[src/rtl/cdb_pkg.sv]
package cdb_pkg;
    localparam int REG_ADDR_W = 5;

    localparam logic [REG_ADDR_W-1:0] A_CTRL     = 5'd0;
    localparam logic [REG_ADDR_W-1:0] A_MULT     = 5'd1;
    localparam logic [REG_ADDR_W-1:0] A_CMD      = 5'd2;
    localparam logic [REG_ADDR_W-1:0] A_STAT     = 5'd3;
    localparam logic [REG_ADDR_W-1:0] A_ALIGN    = 5'd4;
    localparam logic [REG_ADDR_W-1:0] A_DIV_BASE = 5'd16;

    // control word bit positions
    localparam int CTL_SEL   = 0;
    localparam int CTL_PWRDN = 1;
    localparam int CTL_RST   = 3;
    localparam int CTL_DIS   = 4;
    localparam int CTL_W     = 5;
    localparam logic [CTL_W-1:0] CTL_RESET_VAL = 5'b01010;
    localparam logic [CTL_W-1:0] CTL_WR_MASK   = 5'b11011;

    localparam int DIV_EN_BIT = 15;

    typedef enum logic [1:0] {
        XS_IDLE   = 2'd0,
        XS_LOAD   = 2'd1,
        XS_SETTLE = 2'd2
    } xfer_state_t;
endpackage

[src/rtl/cdb_regfile.sv]
module cdb_regfile
    import cdb_pkg::*;
#(
    parameter int NUM_DIV = 9,
    parameter int DIV_W   = 8,
    parameter int MULT_W  = 8
) (
    input  logic                           clk,
    input  logic                           rst_n,
    input  logic                           wr_en,
    input  logic                           rd_en,
    input  logic [REG_ADDR_W-1:0]          addr,
    input  logic [31:0]                    wdata,
    input  logic                           busy,
    output logic [31:0]                    rdata,
    output logic                           rvalid,
    output logic                           go_req,
    output logic                           ctl_sel,
    output logic                           ctl_pwrdn,
    output logic                           ctl_rst,
    output logic                           ctl_dis,
    output logic [MULT_W-1:0]              mult,
    output logic [NUM_DIV-1:0]             align,
    output logic [NUM_DIV-1:0]             sh_en,
    output logic [NUM_DIV-1:0][DIV_W-1:0]  sh_div
);
    logic [CTL_W-1:0]               ctrl_q;
    logic [MULT_W-1:0]              mult_q;
    logic [NUM_DIV-1:0]             align_q;
    logic [NUM_DIV-1:0]             sh_en_q;
    logic [NUM_DIV-1:0][DIV_W-1:0]  sh_div_q;
    logic [31:0]                    rd_mux;
    logic                           unused_wdata;

    assign unused_wdata = ^wdata;

    always_ff @(posedge clk or negedge rst_n) begin
        if (!rst_n) begin
            ctrl_q  <= CTL_RESET_VAL;
            mult_q  <= '0;
            align_q <= '0;
        end else if (wr_en) begin
            if (addr == A_CTRL)  ctrl_q  <= wdata[CTL_W-1:0] & CTL_WR_MASK;
            if (addr == A_MULT)  mult_q  <= wdata[MULT_W-1:0];
            if (addr == A_ALIGN) align_q <= wdata[NUM_DIV-1:0];
        end
    end

    always_ff @(posedge clk or negedge rst_n) begin
        if (!rst_n) begin
            sh_en_q  <= '0;
            sh_div_q <= '0;
        end else if (wr_en) begin
            for (int i = 0; i < NUM_DIV; i++) begin
                if (addr == A_DIV_BASE + REG_ADDR_W'(i)) begin
                    sh_en_q[i]  <= wdata[DIV_EN_BIT];
                    sh_div_q[i] <= wdata[DIV_W-1:0];
                end
            end
        end
    end

    always_comb begin
        rd_mux = '0;
        case (addr)
            A_CTRL:  rd_mux[CTL_W-1:0]   = ctrl_q;
            A_MULT:  rd_mux[MULT_W-1:0]  = mult_q;
            A_STAT:  rd_mux[0]           = busy;
            A_ALIGN: rd_mux[NUM_DIV-1:0] = align_q;
            default: rd_mux = '0;
        endcase
        for (int i = 0; i < NUM_DIV; i++) begin
            if (addr == A_DIV_BASE + REG_ADDR_W'(i)) begin
                rd_mux[DIV_EN_BIT]  = sh_en_q[i];
                rd_mux[DIV_W-1:0]   = sh_div_q[i];
            end
        end
    end

    always_ff @(posedge clk or negedge rst_n) begin
        if (!rst_n) begin
            rvalid <= 1'b0;
            rdata  <= '0;
        end else begin
            rvalid <= rd_en;
            if (rd_en) rdata <= rd_mux;
        end
    end

    assign go_req    = wr_en && (addr == A_CMD) && wdata[0];
    assign ctl_sel   = ctrl_q[CTL_SEL];
    assign ctl_pwrdn = ctrl_q[CTL_PWRDN];
    assign ctl_rst   = ctrl_q[CTL_RST];
    assign ctl_dis   = ctrl_q[CTL_DIS];
    assign mult      = mult_q;
    assign align     = align_q;
    assign sh_en     = sh_en_q;
    assign sh_div    = sh_div_q;
endmodule

[src/rtl/cdb_xfer_fsm.sv]
module cdb_xfer_fsm
    import cdb_pkg::*;
(
    input  logic clk,
    input  logic rst_n,
    input  logic go_req,
    input  logic pend_any,
    input  logic settle_any,
    output logic busy,
    output logic capture,
    output logic align_load
);
    xfer_state_t state_q, state_d;

    always_ff @(posedge clk or negedge rst_n) begin
        if (!rst_n) state_q <= XS_IDLE;
        else        state_q <= state_d;
    end

    always_comb begin
        state_d = state_q;
        unique case (state_q)
            XS_IDLE:   if (go_req) state_d = XS_LOAD;
            XS_LOAD:   state_d = XS_SETTLE;
            XS_SETTLE: if (!pend_any && !settle_any) state_d = XS_IDLE;
            default:   state_d = XS_IDLE;
        endcase
    end

    always_comb begin
        busy       = 1'b1;
        capture    = 1'b0;
        align_load = 1'b0;
        unique case (state_q)
            XS_IDLE: begin
                busy    = 1'b0;
                capture = go_req;
            end
            XS_LOAD:   align_load = 1'b1;
            XS_SETTLE: busy = 1'b1;
            default:   busy = 1'b0;
        endcase
    end
endmodule

[src/rtl/cdb_divider.sv]
module cdb_divider #(
    parameter int DIV_W = 8
) (
    input  logic             clk,
    input  logic             rst_n,
    input  logic             capture,
    input  logic             align_load,
    input  logic             sh_en,
    input  logic [DIV_W-1:0] sh_div,
    input  logic             sh_align,
    output logic             tick,
    output logic             pend,
    output logic             settle,
    output logic             armed
);
    logic             nxt_en, is_al, pend_q, settle_q, act_en;
    logic [DIV_W-1:0] nxt_div, act_div, cnt;
    logic             boundary, load_na, load_al;

    assign boundary = !act_en || (cnt == act_div);
    assign load_na  = pend_q && boundary;
    assign load_al  = align_load && is_al;

    always_ff @(posedge clk or negedge rst_n) begin
        if (!rst_n) begin
            nxt_en   <= 1'b0;
            nxt_div  <= '0;
            is_al    <= 1'b0;
            pend_q   <= 1'b0;
            settle_q <= 1'b0;
            act_en   <= 1'b0;
            act_div  <= '0;
            cnt      <= '0;
        end else begin
            if (capture) begin
                nxt_en  <= sh_en;
                nxt_div <= sh_div;
                is_al   <= sh_align;
                pend_q  <= !sh_align;
            end
            if (load_na || load_al) begin
                act_en   <= nxt_en;
                act_div  <= nxt_div;
                cnt      <= '0;
                pend_q   <= 1'b0;
                settle_q <= load_al && nxt_en;
            end else begin
                if (act_en) cnt <= (cnt == act_div) ? '0 : cnt + 1'b1;
                if (settle_q && act_en && (cnt == act_div)) settle_q <= 1'b0;
            end
        end
    end

    assign tick   = act_en && (cnt == '0);
    assign pend   = pend_q;
    assign settle = settle_q;
    assign armed  = is_al && nxt_en;
endmodule

[src/rtl/cdb_lock.sv]
module cdb_lock #(
    parameter int LOCK_CYCLES = 8000
) (
    input  logic clk,
    input  logic rst_n,
    input  logic hold,
    output logic locked
);
    localparam int CW = $clog2(LOCK_CYCLES + 1);
    localparam logic [CW-1:0] LIMIT = CW'(LOCK_CYCLES);

    logic [CW-1:0] cnt;

    always_ff @(posedge clk or negedge rst_n) begin
        if (!rst_n)              cnt <= '0;
        else if (hold)           cnt <= '0;
        else if (cnt != LIMIT)   cnt <= cnt + 1'b1;
    end

    assign locked = (cnt == LIMIT);
endmodule

[src/rtl/clock_divider_bank.sv]
module clock_divider_bank
    import cdb_pkg::*;
#(
    parameter int NUM_DIV     = 9,
    parameter int DIV_W       = 8,
    parameter int MULT_W      = 8,
    parameter int LOCK_CYCLES = 8000
) (
    input  logic                  clk,
    input  logic                  rst_n,
    input  logic                  reg_wr,
    input  logic                  reg_rd,
    input  logic [4:0]            reg_addr,
    input  logic [31:0]           reg_wdata,
    output logic [31:0]           reg_rdata,
    output logic                  reg_rvalid,
    output logic [NUM_DIV-1:0]    div_tick,
    output logic                  pll_sel,
    output logic                  pll_locked,
    output logic                  pll_reset,
    output logic                  pll_powerdown,
    output logic                  pll_disable,
    output logic [MULT_W-1:0]     pll_mult
);
    logic                          busy, go_req, capture, align_load;
    logic                          ctl_sel, ctl_pwrdn, ctl_rst, ctl_dis;
    logic [NUM_DIV-1:0]            align, sh_en;
    logic [NUM_DIV-1:0][DIV_W-1:0] sh_div;
    logic [NUM_DIV-1:0]            pend_vec, settle_vec, armed_vec;

    cdb_regfile #(.NUM_DIV(NUM_DIV), .DIV_W(DIV_W), .MULT_W(MULT_W)) u_regs (
        .clk(clk), .rst_n(rst_n), .wr_en(reg_wr), .rd_en(reg_rd),
        .addr(reg_addr), .wdata(reg_wdata), .busy(busy),
        .rdata(reg_rdata), .rvalid(reg_rvalid), .go_req(go_req),
        .ctl_sel(ctl_sel), .ctl_pwrdn(ctl_pwrdn), .ctl_rst(ctl_rst), .ctl_dis(ctl_dis),
        .mult(pll_mult), .align(align), .sh_en(sh_en), .sh_div(sh_div)
    );

    cdb_xfer_fsm u_fsm (
        .clk(clk), .rst_n(rst_n), .go_req(go_req),
        .pend_any(|pend_vec), .settle_any(|settle_vec),
        .busy(busy), .capture(capture), .align_load(align_load)
    );

    for (genvar i = 0; i < NUM_DIV; i++) begin : g_div
        cdb_divider #(.DIV_W(DIV_W)) u_div (
            .clk(clk), .rst_n(rst_n), .capture(capture), .align_load(align_load),
            .sh_en(sh_en[i]), .sh_div(sh_div[i]), .sh_align(align[i]),
            .tick(div_tick[i]), .pend(pend_vec[i]), .settle(settle_vec[i]),
            .armed(armed_vec[i])
        );
    end

    cdb_lock #(.LOCK_CYCLES(LOCK_CYCLES)) u_lock (
        .clk(clk), .rst_n(rst_n), .hold(ctl_rst || ctl_pwrdn), .locked(pll_locked)
    );

    assign pll_sel       = ctl_sel && pll_locked && !ctl_dis;
    assign pll_reset     = ctl_rst;
    assign pll_powerdown = ctl_pwrdn;
    assign pll_disable   = ctl_dis;
endmodule

[config.mk]
export PLATFORM = sky130hd
export DESIGN_NAME = clock_divider_bank
export DESIGN_NICKNAME = d
export VERILOG_FILES = /design/src/rtl/cdb_pkg.sv /design/src/rtl/cdb_regfile.sv /design/src/rtl/cdb_xfer_fsm.sv /design/src/rtl/cdb_divider.sv /design/src/rtl/cdb_lock.sv /design/src/rtl/clock_divider_bank.sv
export SDC_FILE = /design/constraint.sdc
export NUM_CORES = 1
export LEC_CHECK = 0
export BUFFER_PORTS_ARGS = -buffer_cell sky130_fd_sc_hd__buf_4
export CAP_MARGIN = 20
export CORE_ASPECT_RATIO = 2
export CORE_MARGIN = 2
export CORE_UTILIZATION = 56
export DETAILED_ROUTE_END_ITERATION = 8
export PLACE_DENSITY = 0.77
export SLEW_MARGIN = 20
export SYNTH_ARGS = -nofsm -noshare
export SYNTH_HDL_FRONTEND = slang
export SYNTH_HIERARCHICAL = 1
export SYNTH_SLANG_ARGS = --single-unit
export TNS_END_PERCENT = 20
[constraint.sdc]
create_clock -name clk -period 2.2 [get_ports clk]
set_input_delay 0.22 -clock clk [delete_from_list [all_inputs] [get_ports clk]]
set_output_delay 0.22 -clock clk [all_outputs]
set_load 0.005 [all_outputs]
==> results.cfg <==
[critical_path]
crit_start = u_lock/cnt[0]
r2r_setup_slack_ns = 0.13
cp_slowest_cell = or4bb_4
cp_max_fo = 2
slowest_delay_ns = 0.46
crit_type = register to output pin
start_kind = register
cp_top_family = simple AND/OR/NAND/NOR gates
reg2reg_from = u_fsm/state_q[1]
worstReg2RegEnd = g_div[0].u_div/act_div[2]
worstPathCellList = inv_2, ha_4, or4bb_4, nor3_4, nand2_1, nor2_1, buf_4
crit_buf_inv = 2
crit_arrival_ns = 2.01
crit_path_end_kind = output pin
rr_worst_depth = 8
critPathRequiredTime_ns = 1.98

[flow_run]
drv_cap = 0

[cts]
cts.sinks = 389
clk_path_buf_depth = 3
path_clk_slew_ns = 0.07
cts-root-buf = clkbuf_16
clock_latency_ns = 0.54
cts_max_level = 2
cts_tree = yes
cts_buffers = 35

[cells_and_area]
num_antenna_cells = 0
layout.cells.non_filler = 2155
utilization = 0.626
area_growth_pct = 10.5
nets = 1754
mostFrequentLayoutCell = dfrtp_1
mostFrequentLayoutCells = dfrtp_1 (382), mux2_2 (186), nand2_1 (120), nor2_1 (98), buf_4 (96)
drive_gt1_frac = 0.295

[power]
p_leak_uw = 0.00987
ir_drop_v = 0.000767
total_power_uw = 18700
p_per_area_nw_per_um2 = 872

[timing]
fin_setup_tns_ns = -0.0319
worst_slew_pin_slew_ns = 0.551
hold_viol = 0
setup_slack_ns = -0.0319
slew_headroom = 0.623
max_freq_mhz = 448
skew_ns = 0.0180
timing.final.crit_share = 1.01
setup_violations = 1
final-max-slew-violation-count = 0
fin_crit_ns = 2.23
grt_setup_unrepaired = true
holdWs_ns = 0.0815

[logic_synthesis]
ys_seq_elements = 389
syn_area_sq_um = 19400
avgSynthCellArea_sq_um = 11.9
yosys.area.top_type = dfrtp_1
syn_inst = 1625
ys_seq_area_frac = 0.502
yosysWarnings = 6
synth_edf_count = 0
synth-main-ff-cell = dfrtp_1
synthTopCellsByArea = dfrtp_1 (50%), mux2_2 (11%), mux2_4 (5.7%), xnor2_1 (3.3%), nand2_1 (2.3%)
ys_types = 85
synth_top_area_frac = 0.499
synthArstFlopShare = 1.00

[grt]
grt_max_degree = 61
grt_pass1_wl_mm = 76.1
grt_pass1_vias = 13718
antenna_found_initial = 0
track_usage = 0.273
grt_overflow = 0

[placed_design]
dp.cells = 2083
hpwl_mm = 34.9
port_buffers = 51
place_congestion = 0.985

[drt]
totalWireLength_mm = 47.8
ant_nets = 0
drc = 0
routedWlPerCell_um = 22.2
drtIter0Drc = 815
vias = 12902
drt_first_pass_iters = 8
avgViaCountPerCell = 5.99

[status]
status = finished with violations
failed_checks = negative setup slack

[die]
die_w_um = 136
die-area_sq_um = 36200
initial_core_util = 0.567
ios = 96
dieHeight_um = 267
rows = 96
core_area_sq_um = 34200

[worst_hold_path]
hold_path_depth = 2
holdCritPathClass = input port to register
min_to = u_regs/sh_en[0]
min_from = reg_wdata[15]
## kinds of logic (layout without fill, tap and decap cells)
family,Yosys count,after routing,synth area share
and+or+nand+nor,449,449,0.130
DFF,389,389,0.502
xor gates and xnor gates,110,110,0.0497
buffers and inverters,158,226,0.0496
adders and majority gates,24,24,0.0155
muxes,270,270,0.171
AOI/OAI and AO/OA,224,224,0.0821
other,1,22,0.000193
## area by class of cell
type	count	area, sq um
Clock inverter	17	203
Timing Repair Buffer	107	897
Fill cell	2650	12800
Multi-Input combinational cell	1099	8840
Sequential cell	389	9740
Tap cell	441	552
Inverter	57	214
Clock buffer	45	983
## how the worst max path moves through the flow
stage	to	slack, ns	cells past startpoint
6_report	pll_sel	-0.03	7
5_1_grt	pll_sel	-0.13	7
4_1_cts	pll_sel	-0.1	7
3_5_place_dp	g_div[5].u_div/act_div[6]	0.16	8
3_3_place_gp	u_regs/rdata[1]	0.19	8
2_1_floorplan	g_div[0].u_div/is_al	0.13	6
## per-stage QoR
| step | instance area, sq um | setup WS [ns] |
|---|---|---|
| 6_report | 21400 | -0.0319 |
| 5_1_grt | 21400 | -0.133 |
| 4_1_cts | 21400 | -0.0998 |
| 3_5_place_dp | 20100 | 0.163 |
| 3_3_place_gp | 20100 | 0.189 |
| 2_1_floorplan | 19500 | 0.135 |
## worst reg2reg max path: cells and delay by family, from the launching register on
kind,cells,cell delay [ns]
and+or+nand+nor,3,0.52
DFF,1,0.41
muxes,1,0.32
buffers and inverters,2,0.31
adders and majority gates,1,0.23
AOI/OAI and AO/OA,1,0.18
## metal layers
| metal | wire [um] | share of wire | global-route usage | up-vias |
|---|---|---|---|---|
| li1 | - | - | - | 5854 |
| met1 | 17100 | 0.36 | 0.301 | 6578 |
| met2 | 26500 | 0.56 | 0.512 | 355 |
| met3 | 1850 | 0.039 | 0.0345 | 115 |
| met4 | 2340 | 0.049 | 0.124 | 0 |
| met5 | 0 | 0 | 0 | - |
## where the power goes
| part | internal [uW] | switching [uW] | total (uW) |
|---|---|---|---|
| Combinational | 1660 | 1940 | 3600 |
| Clock | 3650 | 2670 | 6320 |
| Sequential | 7880 | 886 | 8770 |
| Total | 13200 | 5490 | 18700 |
## registers in the layout (all words and copies together) (netlist names)
| name | flops |
|---|---|
| g_div.u_div/act_div | 72 |
| g_div.u_div/act_en | 9 |
| g_div.u_div/cnt | 72 |
| g_div.u_div/is_al | 9 |
| g_div.u_div/nxt_div | 72 |
| g_div.u_div/nxt_en | 9 |
| g_div.u_div/pend | 9 |
| g_div.u_div/settle | 9 |
| u_fsm/state_q | 2 |
| u_lock/cnt | 13 |
| u_regs/align | 9 |
| u_regs/ctrl_q | 4 |
| u_regs/mult | 8 |
| u_regs/rdata | 10 |
| u_regs/rvalid | 1 |
| u_regs/sh_div | 72 |
| u_regs/sh_en | 9 |
## cells in the mapped netlist (all sizes together), types with 5 or more instances
cell type and count:
mux2i 7, nor2 102, and3 11, a22o 9, nor3 30, a21o 11
or4 13, o2bb2ai 12, o21bai 9, nand4 49, a211o 18, xnor2 72
nor3b 5, buf 79, clkbuf 22, nor4 14, ha 24, and4 10
o21ai 61, nand2 126, nand3 29, xor2 38, dfrtp 387, o31ai 6
and2 20, or3 5, a21oi 49, nand2b 16, inv 57, mux2 262
o32ai 10
## what timing repair did
item / in CTS / in global routing
gates resized for setup: 9 / 9
endpoints found under the hold margin: 74 / 0
endpoints found under the setup margin: 5 / 8
cloned: 0 / 0
hold buffers: 3 / 0
buffers inserted: 5 / 2
pin swaps: 4 / 3
No activity file was read; power rests on OpenSTA's default activity.
